File: src/rtl/pdiv_pkg.sv
package pdiv_pkg;
    localparam int PHASES  = 8;
    localparam int FCW_W   = 6;
    localparam int STEP_W  = 2;
    localparam int RATIO_W = 5;
    localparam int TICK_W  = $clog2(PHASES);

    typedef struct packed {
        logic [STEP_W-1:0]  step;   // phases dropped per switch
        logic               three;  // 1: divide by 3, 0: divide by 2
        logic [RATIO_W-1:0] ratio;  // even output ratio
    } div_cfg_t;

    localparam div_cfg_t SLOWEST_CFG = '{step: 2'd0, three: 1'b1, ratio: 5'd16};

    function automatic div_cfg_t decode_fcw(input logic [FCW_W-1:0] w);
        div_cfg_t c;
        if (w[1:0] == 2'd3) begin
            c = SLOWEST_CFG;
        end else begin
            c.step  = w[1:0];
            c.three = w[2];
            c.ratio = {1'b0, w[5:3], 1'b0} + 5'd2;
        end
        return c;
    endfunction
endpackage

File: src/rtl/pdiv_ctrl.sv
module pdiv_ctrl
    import pdiv_pkg::*;
(
    input  logic             clk,
    input  logic             rst,
    input  logic [FCW_W-1:0] fcw,
    input  logic             load,
    output div_cfg_t         cfg
);
    always_ff @(posedge clk) begin
        if (rst || load) begin
            cfg <= decode_fcw(fcw);
        end
    end

    // held settings are always legal
    p_legal_cfg_r4: assert property (@(posedge clk) disable iff (rst)
        (cfg.ratio[0] == 1'b0) && (cfg.ratio >= 5'd2) && (cfg.ratio <= 5'd16) && (cfg.step != 2'd3));
endmodule

File: src/rtl/pdiv_prescale.sv
module pdiv_prescale
    import pdiv_pkg::*;
(
    input  logic     clk,
    input  logic     rst,
    input  div_cfg_t cfg,
    output logic     rot_en,
    output logic     c23_end
);
    localparam logic [TICK_W-1:0] LAST_TICK = TICK_W'(PHASES - 1);

    logic [TICK_W-1:0] tick_q;
    logic [1:0]        cm_q;
    logic [1:0]        cm_last;
    logic              sw_now;
    logic [TICK_W-1:0] cm_stop;
    logic              cm_end;

    assign cm_last = cfg.three ? 2'd2 : 2'd1;
    assign sw_now  = (cfg.step != 2'd0) && (cm_q != cm_last);
    assign cm_stop = sw_now ? (LAST_TICK - TICK_W'(cfg.step)) : LAST_TICK;
    assign cm_end  = (tick_q == cm_stop);
    assign rot_en  = cm_end && sw_now;
    assign c23_end = cm_end && (cm_q == cm_last);

    always_ff @(posedge clk) begin
        if (rst) begin
            tick_q <= '0;
            cm_q   <= '0;
        end else if (cm_end) begin
            tick_q <= '0;
            cm_q   <= c23_end ? 2'd0 : cm_q + 2'd1;
        end else begin
            tick_q <= tick_q + TICK_W'(1);
        end
    end

    // multiplexed-cycle index stays inside the selected 2/3 ratio
    p_cm_range_r5: assert property (@(posedge clk) disable iff (rst)
        cm_q <= cm_last);
endmodule

File: src/rtl/pdiv_rotator.sv
module pdiv_rotator
    import pdiv_pkg::*;
(
    input  logic              clk,
    input  logic              rst,
    input  logic              rot_en,
    input  logic [STEP_W-1:0] step,
    output logic [PHASES-1:0] sel
);
    logic [PHASES-1:0] nxt;

    for (genvar i = 0; i < PHASES; i++) begin : g_rot
        assign nxt[i] = (step == 2'd2) ? sel[(i + 2) % PHASES] : sel[(i + 1) % PHASES];
    end

    always_ff @(posedge clk) begin
        if (rst) begin
            sel <= PHASES'(1);
        end else if (rot_en) begin
            sel <= nxt;
        end
    end

    // exactly one phase selected
    p_onehot_r2: assert property (@(posedge clk) disable iff (rst)
        $countones(sel) == 1);
    // no enable, no movement
    p_idle_r3: assert property (@(posedge clk) disable iff (rst)
        !rot_en |=> $stable(sel));
    // an enable always moves the select
    p_moves_r3: assert property (@(posedge clk) disable iff (rst)
        rot_en |=> (sel != $past(sel)));
endmodule

File: src/rtl/pdiv_outdiv.sv
module pdiv_outdiv
    import pdiv_pkg::*;
#(
    parameter int PER_W = 10
) (
    input  logic             clk,
    input  logic             rst,
    input  logic             c23_end,
    input  div_cfg_t         cfg,
    output logic             clk_o,
    output logic             boundary,
    output logic [PER_W-1:0] period_o
);
    logic [RATIO_W-1:0] c23_q;
    logic [RATIO_W-1:0] half;
    logic [PER_W-1:0]   cnt_q;

    assign half     = cfg.ratio >> 1;
    assign clk_o    = (c23_q < half);
    assign boundary = c23_end && (c23_q == (cfg.ratio - RATIO_W'(1)));

    always_ff @(posedge clk) begin
        if (rst) begin
            c23_q    <= '0;
            cnt_q    <= '0;
            period_o <= '0;
        end else begin
            if (c23_end) begin
                c23_q <= boundary ? '0 : c23_q + RATIO_W'(1);
            end
            if (boundary) begin
                cnt_q    <= '0;
                period_o <= cnt_q + PER_W'(1);
            end else begin
                cnt_q <= cnt_q + PER_W'(1);
            end
        end
    end

    // output toggles only at an intermediate boundary
    p_clk_steady_r10: assert property (@(posedge clk) disable iff (rst)
        !c23_end |=> $stable(clk_o));
    // the last tick of a cycle is in the low half
    p_low_at_end_r6: assert property (@(posedge clk) disable iff (rst)
        boundary |-> !clk_o);
endmodule

File: src/rtl/phase_rot_div.sv
module phase_rot_div
    import pdiv_pkg::*;
#(
    parameter int PER_W = 10
) (
    input  logic              clk,
    input  logic              rst,
    input  logic [FCW_W-1:0]  fcw_i,
    output logic              clk_o,
    output logic [PHASES-1:0] phase_sel_o,
    output logic [PER_W-1:0]  period_o
);
    div_cfg_t cfg;
    logic     rot_en;
    logic     c23_end;
    logic     boundary;

    pdiv_ctrl u_ctrl (
        .clk  (clk),
        .rst  (rst),
        .fcw  (fcw_i),
        .load (boundary),
        .cfg  (cfg)
    );

    pdiv_prescale u_pre (
        .clk     (clk),
        .rst     (rst),
        .cfg     (cfg),
        .rot_en  (rot_en),
        .c23_end (c23_end)
    );

    pdiv_rotator u_rot (
        .clk    (clk),
        .rst    (rst),
        .rot_en (rot_en),
        .step   (cfg.step),
        .sel    (phase_sel_o)
    );

    pdiv_outdiv #(.PER_W(PER_W)) u_out (
        .clk      (clk),
        .rst      (rst),
        .c23_end  (c23_end),
        .cfg      (cfg),
        .clk_o    (clk_o),
        .boundary (boundary),
        .period_o (period_o)
    );
endmodule

File: config.mk
export PLATFORM = sky130hd
export DESIGN_NAME = phase_rot_div
export DESIGN_NICKNAME = d
export VERILOG_FILES = /design/src/rtl/pdiv_pkg.sv /design/src/rtl/pdiv_ctrl.sv /design/src/rtl/pdiv_prescale.sv /design/src/rtl/pdiv_rotator.sv /design/src/rtl/pdiv_outdiv.sv /design/src/rtl/phase_rot_div.sv
export SDC_FILE = /design/constraint.sdc
export NUM_CORES = 1
export LEC_CHECK = 0
export CAP_MARGIN = 20
export CORE_MARGIN = 5
export CORE_UTILIZATION = 43
export CTS_CLUSTER_SIZE = 24
export DETAILED_ROUTE_END_ITERATION = 12
export SLEW_MARGIN = 0
export SYNTH_ARGS = -nofsm -noshare
export SYNTH_HDL_FRONTEND = slang
export SYNTH_SLANG_ARGS = --single-unit
File: constraint.sdc
create_clock -name clk -period 2.87 [get_ports clk]
set_input_delay 0.287 -clock clk [delete_from_list [all_inputs] [get_ports clk]]
set_output_delay 0.287 -clock clk [all_outputs]
set_load 0.03 [all_outputs]
==> qor.yml <==
status: "finished clean"
numCtsBuffers: 5
r2r_start: "u_ctrl.cfg[5]$_SDFFCE_PN1P_"
r2r-end: "u_rot.sel[7]$_SDFFE_PP0P_"
post_cts_buffers: 0
r2r_slack_ps: 650
tightest_slew_ps: 834
powerDensity_mw_per_mm2: 485
antenna_found_initial: 0
via_per_inst: 5.02
drt-initial-drc-count: 67
period_share: 0.881
cts_buffer_depth: 2
pin_count: 27
track_usage: 0.133
drv_slew: 0
firstDrtPassIters: 5
core.rowCount: 25
drc: 0
place.gp.congestion: 0.751
relSlewSlack: 0.442
grt_pass1_vias: 1543
wl_met3_um: 129
cts_root_buf: "clkbuf_8"
fin_crit_ps: 2530
cp_slowest_stage_delay_ps: 700
routed_wl_um: 3890
dp.cells: 308
layout-drive-gt1-share: 0.0884
highest_layer: "met4"
rsz0062_at_grt: "no"
seq_area_frac_synth: 0.451
overflow: 0
grt_max_degree: 20
leakage_nw: 0.909
cp-end-kind: "primary output"
clock.fmax_ghz: 0.395
crit_family: "buffers and inverters"
die-area_mm2: 0.00653
cts_hold_buf: 0
die_x_um: 80.8
holdWs_ps: 480
clk_latency_ps: 290
portBuffers: 26
timing.final.hold_violations: 0
hpwlAfterDp_um: 2860
synthCells: 220
final_nets: 264
clkSinkCount: 45
synthFlopType: "dfxtp_1"
cts_tree: "built"
critPathArrivalTime_ps: 2240
fp.coreArea_mm2: 0.00479
synth_edf_count: 7
hold_end: "u_pre.tick_q[0]$_SDFF_PP0_"
path_cells: "inv_1 -> ha_1 -> o21ai_0 -> nand2b_1 -> a21o_1 -> a211oi_1 -> clkdlybuf4s50_1"
crit_slowest_cell: "clkdlybuf4s50_1"
stdcell_count: 316
die_y_um: 80.8
tns_ps: 0
ir_drop_mv: 0.314
max_cap_viol_count: 0
antenna_left: 0
wl_per_cell_um: 12.3
syn-num-nets: 236
hp-class: "reg -> reg"
num_vias: 1585
cts_htree_levels: 2
start_kind: "flop"
wl_met2_um: 1890
syn_area_mm2: 0.00215
final_common_cell: "nor2_1"
worstPathRequired_ps: 2580
clk_pin_slew_worst_paths_ps: 80
cp_max_fo: 2
num_antenna_cells: 0
netlist-cell-type-count: 43
critical_path_class: "reg -> out"
cts_resized: 0
hold_depth: 1
synth.avg_cell_area_um2: 9.79
grt_pass1_wl_um: 6790
wirelength_met1_um: 1840
mostFrequentLayoutCells: "39 x nor2_1, 38 x dfxtp_1, 26 x clkdlybuf4s50_1"
reg2reg_depth: 5
crit_buf_inv: 2
async_flop_share: 0
yosys_register_bits: 45
fin_skew_ps: 6.37
setup_viol: 0
start_util: 0.450
hp-start: "u_pre.tick_q[0]$_SDFF_PP0_"
syn_to_final_growth_pct: 18.6
synth-warning-count: 0
## report_power, final
| part | switching, mW | total, mW | internal, mW |
|---|---|---|---|
| logic | 0.0679 | 0.128 | 0.0600 |
| registers | 0.0248 | 0.686 | 0.661 |
| clock network | 0.209 | 0.427 | 0.218 |
## area by class of cell
type | count | area [um2]
Sequential cell | 45 | 971
Fill cell | 455 | 2230
Multi-Input combinational cell | 161 | 1100
Clock buffer | 7 | 96.3
Inverter | 7 | 26.3
Clock inverter | 1 | 5.00
Tap cell | 67 | 83.8
Timing Repair Buffer | 28 | 275
## worst max path at each step
stage	depth (start not counted)	startpoint	end	slack, ps
5_1_grt	7	u_ctrl.cfg[2]$_SDFFCE_PN0P_	clk_o	250
3_5_place_dp	7	u_ctrl.cfg[2]$_SDFFCE_PN0P_	clk_o	640
3_3_place_gp	7	u_ctrl.cfg[2]$_SDFFCE_PN0P_	clk_o	700
6_report	7	u_ctrl.cfg[2]$_SDFFCE_PN0P_	clk_o	340
2_1_floorplan	5	u_ctrl.cfg[5]$_SDFFCE_PN1P_	u_ctrl.cfg[1]$_SDFFCE_PN0P_	770
4_1_cts	7	u_ctrl.cfg[2]$_SDFFCE_PN0P_	clk_o	320
## flip-flops by register name (all words and copies together) (netlist names)
name and flops:
u_ctrl.cfg 7, u_out.cnt_q 10, u_pre.tick_q 3, u_pre.cm_q 2, u_rot.sel 8, u_out.period_o 10
u_out.c23_q 5
## through the flow
step | power [mW] | instance area (um2) | setup WS [ps] | util
final | 1.24 | 2560 | 341 | 0.534
after global routing | 1.30 | 2560 | 251 | 0.534
after floorplan | 0.788 | 2150 | 769 | -
after CTS | 1.26 | 2560 | 315 | 0.534
after detailed placement | 0.831 | 2450 | 644 | 0.513
after global placement | 0.829 | 2450 | 697 | 0.513
## Yosys cell counts (all sizes together), types with 2 or more instances
library cell	instances	area, um2
mux2	2	22.5
dfxtp	38	761
nor3	3	15.0
nor4	2	27.5
nor2b	5	31.3
xor2	9	78.8
a21oi	7	35.0
mux2i	9	90.1
o31ai	2	15.0
a21o	2	22.5
edfxtp	7	210
clkbuf	3	11.3
or2	2	12.5
nand4	3	18.8
xnor2	10	87.6
buf	4	47.5
inv	7	26.3
nand2	10	37.5
a211oi	19	165
nand2b	3	18.8
nand3	9	45.0
o21ai	3	15.0
and2	2	12.5
ha	8	100
nor2	39	146
## logic make-up (layout without fill, tap and decap cells)
group,after synthesis,in the layout,share of synthesized area
and+or+nand+nor,86,86,0.202
DFF,45,45,0.451
adders and majority gates,8,8,0.0465
xor gates and xnor gates,19,19,0.0772
AOI/OAI and AO/OA,37,37,0.132
buffers and inverters,14,43,0.0395
muxes,11,11,0.0523
## worst register-to-register path, stage by stage (launching register included)
cell,delay (ps)
edfxtp_1,480
or3b_4,440
a31o_2,300
a211oi_4,570
nor2_1,100
a211oi_1,250
## metal layers
metal  up-vias  GRT usage
met2        24      0.233
met3         4     0.0333
met1       729      0.161
met4         0     0.0405
li1        828          -
met5         -          0
No activity file was read; power rests on OpenSTA's default activity.
